File: src/rtl/gpio_irq_pkg.sv
package gpio_irq_pkg;

    typedef enum logic [1:0] {
        SENS_LOW   = 2'b00,
        SENS_RISE  = 2'b01,
        SENS_FALL  = 2'b10,
        SENS_BOTH  = 2'b11
    } sens_e;

    typedef enum logic [1:0] {
        SEL_DATA = 2'd0,
        SEL_DIR  = 2'd1,
        SEL_OPT  = 2'd2,
        SEL_SENS = 2'd3
    } reg_sel_e;

    function automatic logic sens_match(sens_e mode, logic now_lvl, logic was_lvl);
        logic hit;
        unique case (mode)
            SENS_LOW:  hit = ~now_lvl;
            SENS_RISE: hit = now_lvl & ~was_lvl;
            SENS_FALL: hit = ~now_lvl & was_lvl;
            default:   hit = now_lvl ^ was_lvl;
        endcase
        return hit;
    endfunction

endpackage

File: src/rtl/gpio_sync.sv
module gpio_sync #(
    parameter int WIDTH  = 6,
    parameter int STAGES = 2
) (
    input  logic             clk,
    input  logic             rst_n,
    input  logic [WIDTH-1:0] raw_i,
    output logic [WIDTH-1:0] sync_o,
    output logic [WIDTH-1:0] prev_o
);
    localparam int DEPTH = STAGES + 1;

    logic [DEPTH-1:0][WIDTH-1:0] chain_d, chain_q;

    always_comb begin
        chain_d[0] = raw_i;
        for (int k = 1; k < DEPTH; k++) begin
            chain_d[k] = chain_q[k-1];
        end
    end

    always_ff @(posedge clk or negedge rst_n) begin
        if (!rst_n) chain_q <= '0;
        else        chain_q <= chain_d;
    end

    assign sync_o = chain_q[STAGES-1];
    assign prev_o = chain_q[STAGES];
endmodule

File: src/rtl/gpio_evt.sv
module gpio_evt
    import gpio_irq_pkg::*;
#(
    parameter int NPINS = 6
) (
    input  logic [NPINS-1:0]   lvl_i,
    input  logic [NPINS-1:0]   prev_i,
    input  logic [2*NPINS-1:0] sens_i,
    input  logic [NPINS-1:0]   en_i,
    output logic [NPINS-1:0]   evt_o
);
    for (genvar i = 0; i < NPINS; i++) begin : g_pin
        assign evt_o[i] = en_i[i] & sens_match(sens_e'(sens_i[2*i +: 2]), lvl_i[i], prev_i[i]);
    end
endmodule

File: src/rtl/gpio_irq_port.sv
module gpio_irq_port
    import gpio_irq_pkg::*;
#(
    parameter int NPINS        = 6,
    parameter int OUT_ONLY_PIN = 3,
    parameter int SYNC_STAGES  = 2
) (
    input  logic                 clk,
    input  logic                 rst_n,
    input  logic [1:0]           bus_addr,
    input  logic                 bus_we,
    input  logic [2*NPINS-1:0]   bus_wdata,
    output logic [2*NPINS-1:0]   bus_rdata,
    input  logic [NPINS-1:0]     pin_in,
    output logic [NPINS-1:0]     pin_out,
    output logic [NPINS-1:0]     pin_oe,
    input  logic [NPINS-1:0]     alt_en,
    input  logic [NPINS-1:0]     alt_dout,
    input  logic [NPINS-1:0]     irq_ack,
    output logic [NPINS-1:0]     irq_req
);
    localparam int RW = 2 * NPINS;
    localparam logic [NPINS-1:0] FIXED_OUT = NPINS'(1) << OUT_ONLY_PIN;

    typedef struct packed {
        logic [NPINS-1:0] data;
        logic [NPINS-1:0] dir;
        logic [NPINS-1:0] opt;
        logic [NPINS-1:0] req;
        logic [RW-1:0]    sens;
    } regs_t;

    regs_t st_d, st_q;

    logic [NPINS-1:0] lvl, lvl_prev, eff_dir, int_en, evt, sens_chg;
    logic [NPINS-1:0] dir_q, opt_q;
    logic [RW-1:0]    sens_q;
    logic             wr_sens;

    gpio_sync #(.WIDTH(NPINS), .STAGES(SYNC_STAGES)) u_sync (
        .clk    (clk),
        .rst_n  (rst_n),
        .raw_i  (pin_in),
        .sync_o (lvl),
        .prev_o (lvl_prev)
    );

    assign eff_dir = st_q.dir | FIXED_OUT;
    assign int_en  = ~eff_dir & st_q.opt;

    gpio_evt #(.NPINS(NPINS)) u_evt (
        .lvl_i  (lvl),
        .prev_i (lvl_prev),
        .sens_i (st_q.sens),
        .en_i   (int_en),
        .evt_o  (evt)
    );

    assign wr_sens = bus_we && (reg_sel_e'(bus_addr) == SEL_SENS);

    for (genvar i = 0; i < NPINS; i++) begin : g_chg
        assign sens_chg[i] = wr_sens && (bus_wdata[2*i +: 2] != st_q.sens[2*i +: 2]);
    end

    always_comb begin
        st_d = st_q;
        if (bus_we) begin
            unique case (reg_sel_e'(bus_addr))
                SEL_DATA: st_d.data = bus_wdata[NPINS-1:0];
                SEL_DIR:  st_d.dir  = bus_wdata[NPINS-1:0];
                SEL_OPT:  st_d.opt  = bus_wdata[NPINS-1:0];
                default:  st_d.sens = bus_wdata;
            endcase
        end
        // clears take priority over a same-cycle event
        st_d.req = (st_q.req | evt) & ~irq_ack & ~sens_chg & ~FIXED_OUT;
    end

    always_ff @(posedge clk or negedge rst_n) begin
        if (!rst_n) st_q <= '0;
        else        st_q <= st_d;
    end

    always_comb begin
        unique case (reg_sel_e'(bus_addr))
            SEL_DATA: bus_rdata = RW'((eff_dir & st_q.data) | (~eff_dir & lvl));
            SEL_DIR:  bus_rdata = RW'(eff_dir);
            SEL_OPT:  bus_rdata = RW'(st_q.opt);
            default:  bus_rdata = st_q.sens;
        endcase
    end

    assign pin_oe  = eff_dir | alt_en;
    assign pin_out = (alt_en & alt_dout) | (~alt_en & st_q.data);
    assign irq_req = st_q.req;

    assign dir_q  = st_q.dir;
    assign opt_q  = st_q.opt;
    assign sens_q = st_q.sens;
endmodule

File: config.mk
export PLATFORM = sky130hd
export DESIGN_NAME = gpio_irq_port
export DESIGN_NICKNAME = d
export VERILOG_FILES = /design/src/rtl/gpio_irq_pkg.sv /design/src/rtl/gpio_sync.sv /design/src/rtl/gpio_evt.sv /design/src/rtl/gpio_irq_port.sv
export SDC_FILE = /design/constraint.sdc
export NUM_CORES = 1
export LEC_CHECK = 0
export BUFFER_PORTS_ARGS = -buffer_cell sky130_fd_sc_hd__clkbuf_2
export CORE_ASPECT_RATIO = 0.8
export CORE_MARGIN = 5
export CORE_UTILIZATION = 45
export CTS_BUF_LIST = sky130_fd_sc_hd__clkbuf_16
export CTS_CLUSTER_SIZE = 20
export DETAILED_ROUTE_END_ITERATION = 8
export GPL_TIMING_DRIVEN = 1
export PLACE_DENSITY = 0.73
export SLEW_MARGIN = 10
export SYNTH_ARGS = -nofsm -noshare
export SYNTH_HDL_FRONTEND = slang
export SYNTH_SLANG_ARGS = --single-unit
File: constraint.sdc
create_clock -name clk -period 1.5 [get_ports clk]
set_clock_uncertainty 0.2 [all_clocks]
set_input_delay 0.3 -clock clk [delete_from_list [all_inputs] [get_ports clk]]
set_output_delay 0.3 -clock clk [all_outputs]
set_load 0.01 [all_outputs]
Yosys cells after proc, flatten, opt, wreduce, memory -nomap -nowiden
Cells that the tools add are included.

word-level totals
  memories = 0
  memory bits (read-only) = 0
  input bits = 41
  latch bits = 0
  RAM bits = 0
  register bits = 53
  logic and storage cells = 108

cells by class
  $lt $le $gt $ge = 0
  add/sub/neg operators = 0
  $mul = 0
  bitwise logic cells = 53
  reduce and logical (&&, ||, !) cells = 19
  divide/modulo/power cells = 0
  multiplexer cells = 7
  eq/ne operators = 21
  shift-type cells = 0

operators with widths
  kind                  count
  $and A6 B6 Y6         6
  $pmux W12 S3          1
  $not A6 Y6            4
  $and A1 B1 Y1         18
  $or A6 B6 Y6          3
  $pmux W1 S3           6
  $eq A2 B2 Y1 const B  8
  $eq A2 B1 Y1 const B  7
  $logic_not A2 Y1      7
  $not A1 Y1            13
  $and A12 B6 Y12       1
  $ne A2 B2 Y1          6
  $not A6 Y12           1
  $or A6 B12 Y12        1
  $reduce_and A2 Y1     4
  $logic_and A1 B1 Y1   7
  $xor A1 B1 Y1         6
  $reduce_or A3 Y1      1

Depth between registers and ports, before layout
  depth in word-level cells = 7
  gate-level depth with buffers = 5

Hierarchy
From an unflattened synthesis, not the netlist that was laid out.

second synthesis, totals
  cell total of the unflattened synthesis = 238
  area total of the unflattened synthesis = 2,756.4 sq um

modules (own cells, without submodules)
  module         cells each  area each (sq um)  instances
  gpio_irq_port  160         1,870.5            1
  gpio_sync      24          495.5              1
  gpio_evt       54          390.4              1

Least setup slack after synthesis
OpenSTA, ideal clock, no wires.

  kind = input port to output port
  start = in bus_addr[0]
  end = out bus_rdata[0]
  stages on the path = 4
  data required time = 1.000 ns
  setup slack = -0.162 ns
  buffers on the path = 2
  data arrival time = 1.162 ns
  cell sequence = buf_4 > buf_2 > o311a_1 > a21oi_1

between the ends
  cells in the longest elaborated chain, start to end = 2
  elaborated cells between the ends (all ways) = 4
  classes of those cells = eq/ne (2); mux (1); reduce/logical (1)

ends and longest elaborated chain
  what                                  RTL line             RTL
  from (decl)                           gpio_irq_port.sv:10  input logic [1:0] bus_addr,
  $eq A2 B2 Y1 (tied with other cells)  gpio_irq_port.sv:85  unique case (reg_sel_e'(bus_addr))
  $pmux W12 S3 *                        gpio_irq_port.sv:85
  to (decl)                             gpio_irq_port.sv:13  output logic [2*NPINS-1:0] bus_rdata,

Every way passes the cells marked *; elsewhere a longest branch is shown, timed or not.

Worst setup path in the final report
  start = reg u_sync.chain_q, in the netlist u_sync.sync_o[5]
  end = out bus_rdata[5]

between the ends
  cells in the longest elaborated chain, start to end = 3

ends and longest elaborated chain
  what                    RTL line             RTL
  from (decl)             gpio_sync.sv:13      logic [DEPTH-1:0][WIDTH-1:0] chain_d, chain_q;
  from (signal assigned)  gpio_sync.sv:24      else chain_q <= chain_d;
  $and A12 B6 Y12         gpio_irq_port.sv:86  SEL_DATA: bus_rdata = RW'((eff_dir & st_q.data) | (~eff_dir & lvl));
  $or A6 B12 Y12          gpio_irq_port.sv:86
  $pmux W12 S3            gpio_irq_port.sv:85

Every way passes these cells.

==> results by group <==
Worst setup path
  • Crit. Startpoint: u_sync.sync_o[5]
  • Crit start category: flip-flop
  • Critical path required time: 1000 ps
  • Critical path class: flip-flop to output pin
  • R2r setup slk: 0 ps
  • CP max FO: 2
  • Crit path DAT: 1270 ps
  • Worst R2R Path Depth: 5
  • End of the worst register-to-register path: irq_req[4]
  • CP endpoint: bus_rdata[5]
  • Worst r2r src: u_sync.sync_o[4]
  • Crit. End Element: output pin

STA
  • Fmax: 563.4 MHz
  • Final Hold Viols: 0
  • Setup violators final: 24
  • Final WS setup: -275.0 ps
  • Final slew viol count: 0
  • Fin crit period: 1775 ps
  • RSZ-0062 raised after global routing: yes
  • Period Utilization, post-route: 118.3%

Global routing
  • Initial antenna violation count: 0
  • Largest net degree at the start of global routing: 50
  • GRT Total Usage: 17.78%
  • Grt total ovfl: 0
  • Global-route wire length before repair: 10410 um
  • Vias in the first global route: 2144

Clock network
  • Clock Root Buffer: clkbuf_16
  • CTS tree: yes
  • TritonCTS buffer count: 5
  • H-tree depth: 2
  • Worst-Skew Late Latency: 280 ps
  • Clk sink count: 49
  • CTS Buffer Depth: 2
  • Clk slew on worst S/H paths: 60 ps

Placement
  • Pre-CTS WS: -163.1 ps
  • Final GP Congestion: 0.7876
  • DP Cell Count: 374
  • Number of port buffers: 66
  • Area post-placement: 3142 sq um
  • Detailed Place HPWL: 4310 um

Floorplan
  • Number of core rows: 24
  • Core Region: 5465 sq um
  • Die Ht: 77.27 um
  • Die span in x: 94.08 um
  • Initial Utilization: 46.57%
  • Die area: 7269 sq um
  • I/O pin cnt: 71

Detailed routing
  • Routed len/inst: 16.36 um
  • Vias/cell: 5.026
  • Initial DRC Count: 78
  • Final ANT Viol Nets: 0
  • DRC: 0
  • Post-Route WL: 6824 um
  • Via count: 2096
  • TritonRoute pass-1 iters: 4

Synthesis
  • Ranking of synthesized cells by area: dfrtp_1 (48%), mux2_2 (15%), ha_1 (4.9%)
  • Seq cells post-synth: 49
  • Area leader, netlist: dfrtp_1
  • Top_reg_cell synth: dfrtp_1
  • Sequential fraction of the synthesis area: 48.18%
  • Yosys top cell area share: 48.18%
  • Post-Syn Nets: 266
  • Netlist Area Pre-Place: 2545 sq um
  • YS warnings: 0
  • Post-synth top cells: dfrtp_1 (49), mux2_2 (35), inv_1 (16), nand2b_1 (11)
  • Async SR Flop Fraction: 100.0%
  • Post-Syn Instances: 215
  • Most frequent cell after synthesis: dfrtp_1
  • Cell variety after synth: 30
  • Post-Syn Area per Cell: 11.84 sq um
  • EDFF count, synth: 0

Min path
  • Hold crit path type: input port to flip-flop
  • WHS Path Cells: 2

Pwr
  • Switching power: 0.001188 W
  • Power Density: 1040 nW/um^2
  • Power, Total: 0.004037 W
  • Sw Ratio: 29.43%
  • Internal power: 0.002849 W
  • Clock power share: 26.8%
  • VDD IR max: 700.1 uV
  • Leakage: 1.818 nW
  • Comb power frac: 31.4%
  • Sequential share of power: 41.8%

Finish
  • Fillers: 395
  • N_diodes: 0
  • Finished Cell Area: 3882 sq um
  • Layout cell share with drive strength beyond 1: 60.77%
  • Final net count: 389
  • Final Non-Filler Cells: 417
  • Area growth from synthesis to layout: 52.56%

Flow run
  • Maxcap violations: 0

Run status
  • Failing checks: negative setup slack
  • Status: finished with violations
power by group through the flow:
| stage | Sequential [W] | Clock [W] | Combinational, W |
|---|---|---|---|
| global route | 0.00171 | 0.00116 | 0.00137 |
| detailed placement | 0.00171 | 0 | 0.000897 |
| global placement | 0.00170 | 0 | 0.000870 |
| CTS | 0.00167 | 0.00108 | 0.00106 |
| floorplan | 0.00166 | 0 | 0.000573 |
| finish | 0.00169 | 0.00108 | 0.00127 |
final cells by class:
cell class / instances / area [sq um] / share of cell area, %
repair buffers: 129 / 972.2 / 25.04
clock inverters: 3 / 12.51 / 0.3223
well taps: 78 / 97.59 / 2.514
flip-flops and latches: 49 / 1230 / 31.68
multi-input cells: 137 / 1385 / 35.68
inverters: 16 / 60.06 / 1.547
clock buffers: 5 / 125.1 / 3.223
cell usage in the layout (no fill, tap or decap), drive strengths merged, types with 5 or more instances in the layout:
master / count
clkbuf: 56
mux2i: 5
mux2: 35
a41oi: 5
buf: 67
ha: 10
inv: 16
a211oi: 5
a21oi: 10
dlygate4sd3: 11
nor2b: 5
dfrtp: 49
xnor2: 10
o2111ai: 5
o21ai: 5
or2: 5
nand2b: 11
nand2: 6
registers in the layout (all words and copies together) (netlist names):
| register | count |
|---|---|
| sens_q | 12 |
| u_sync.sync_o | 5 |
| st_q | 6 |
| opt_q | 6 |
| u_sync.prev_o | 5 |
| dir_q | 5 |
| u_sync.chain_d | 5 |
| irq_req | 5 |
layer usage:
metal,up-vias,wire (um),GRT usage [%]
li1,999,-,-
met1,1049,3000,23.47
met2,44,3553,30.55
met3,4,223,3.229
met4,0,46,3.463
met5,-,0,0
cells by family after synthesis:
family                     count (synthesis)  share of synthesized area (%)
DFF                                       49                          48.18
muxes                                     40                          17.45
and+or+nand+nor                           39                          9.587
AOI/OAI and AO/OA                         36                          10.23
buffers and inverters                     29                          5.900
adders and majority gates                 10                          4.916
xor gates and xnor gates                  10                          3.441
other                                      2                         0.2951
how the worst min path moves through the flow:
stage               slack, ps    startpoint          endpoint
finish                     50  bus_wdata[7]         sens_q[7]
floorplan                -200         rst_n          dir_q[0]
detailed placement        110         rst_n  u_sync.prev_o[1]
CTS                        50  bus_wdata[7]         sens_q[7]
global placement          110         rst_n  u_sync.prev_o[1]
global route               50  bus_wdata[6]         sens_q[6]
critical path, cell delays in order (launching register included):
cell     delay, ps
dfrtp_1        360
inv_2           40
o311a_1        340
a21oi_2        110
buf_2          140
metrics by stage:
stage	utilization, %	hold slack (ps)	setup TNS [ps]
2_1_floorplan	-	-195.6	-10.69
3_3_place_gp	57.49	109.1	-3331
3_5_place_dp	57.49	113.1	-3965
4_1_cts	65.38	48.15	-3094
5_1_grt	71.04	48.51	-3993
6_report	71.04	50.36	-2947
what timing repair did:
action / 4_1_cts / 5_1_grt
pin swaps: 9 / 17
resized for setup: 19 / 67
gates cloned: 0 / 0
endpoints found under the hold margin: 59 / 0
setup buffers: 17 / 9
hold buffers: 11 / 0
endpoints found under the setup margin: 23 / 27
No activity file was read; power rests on OpenSTA's default activity.
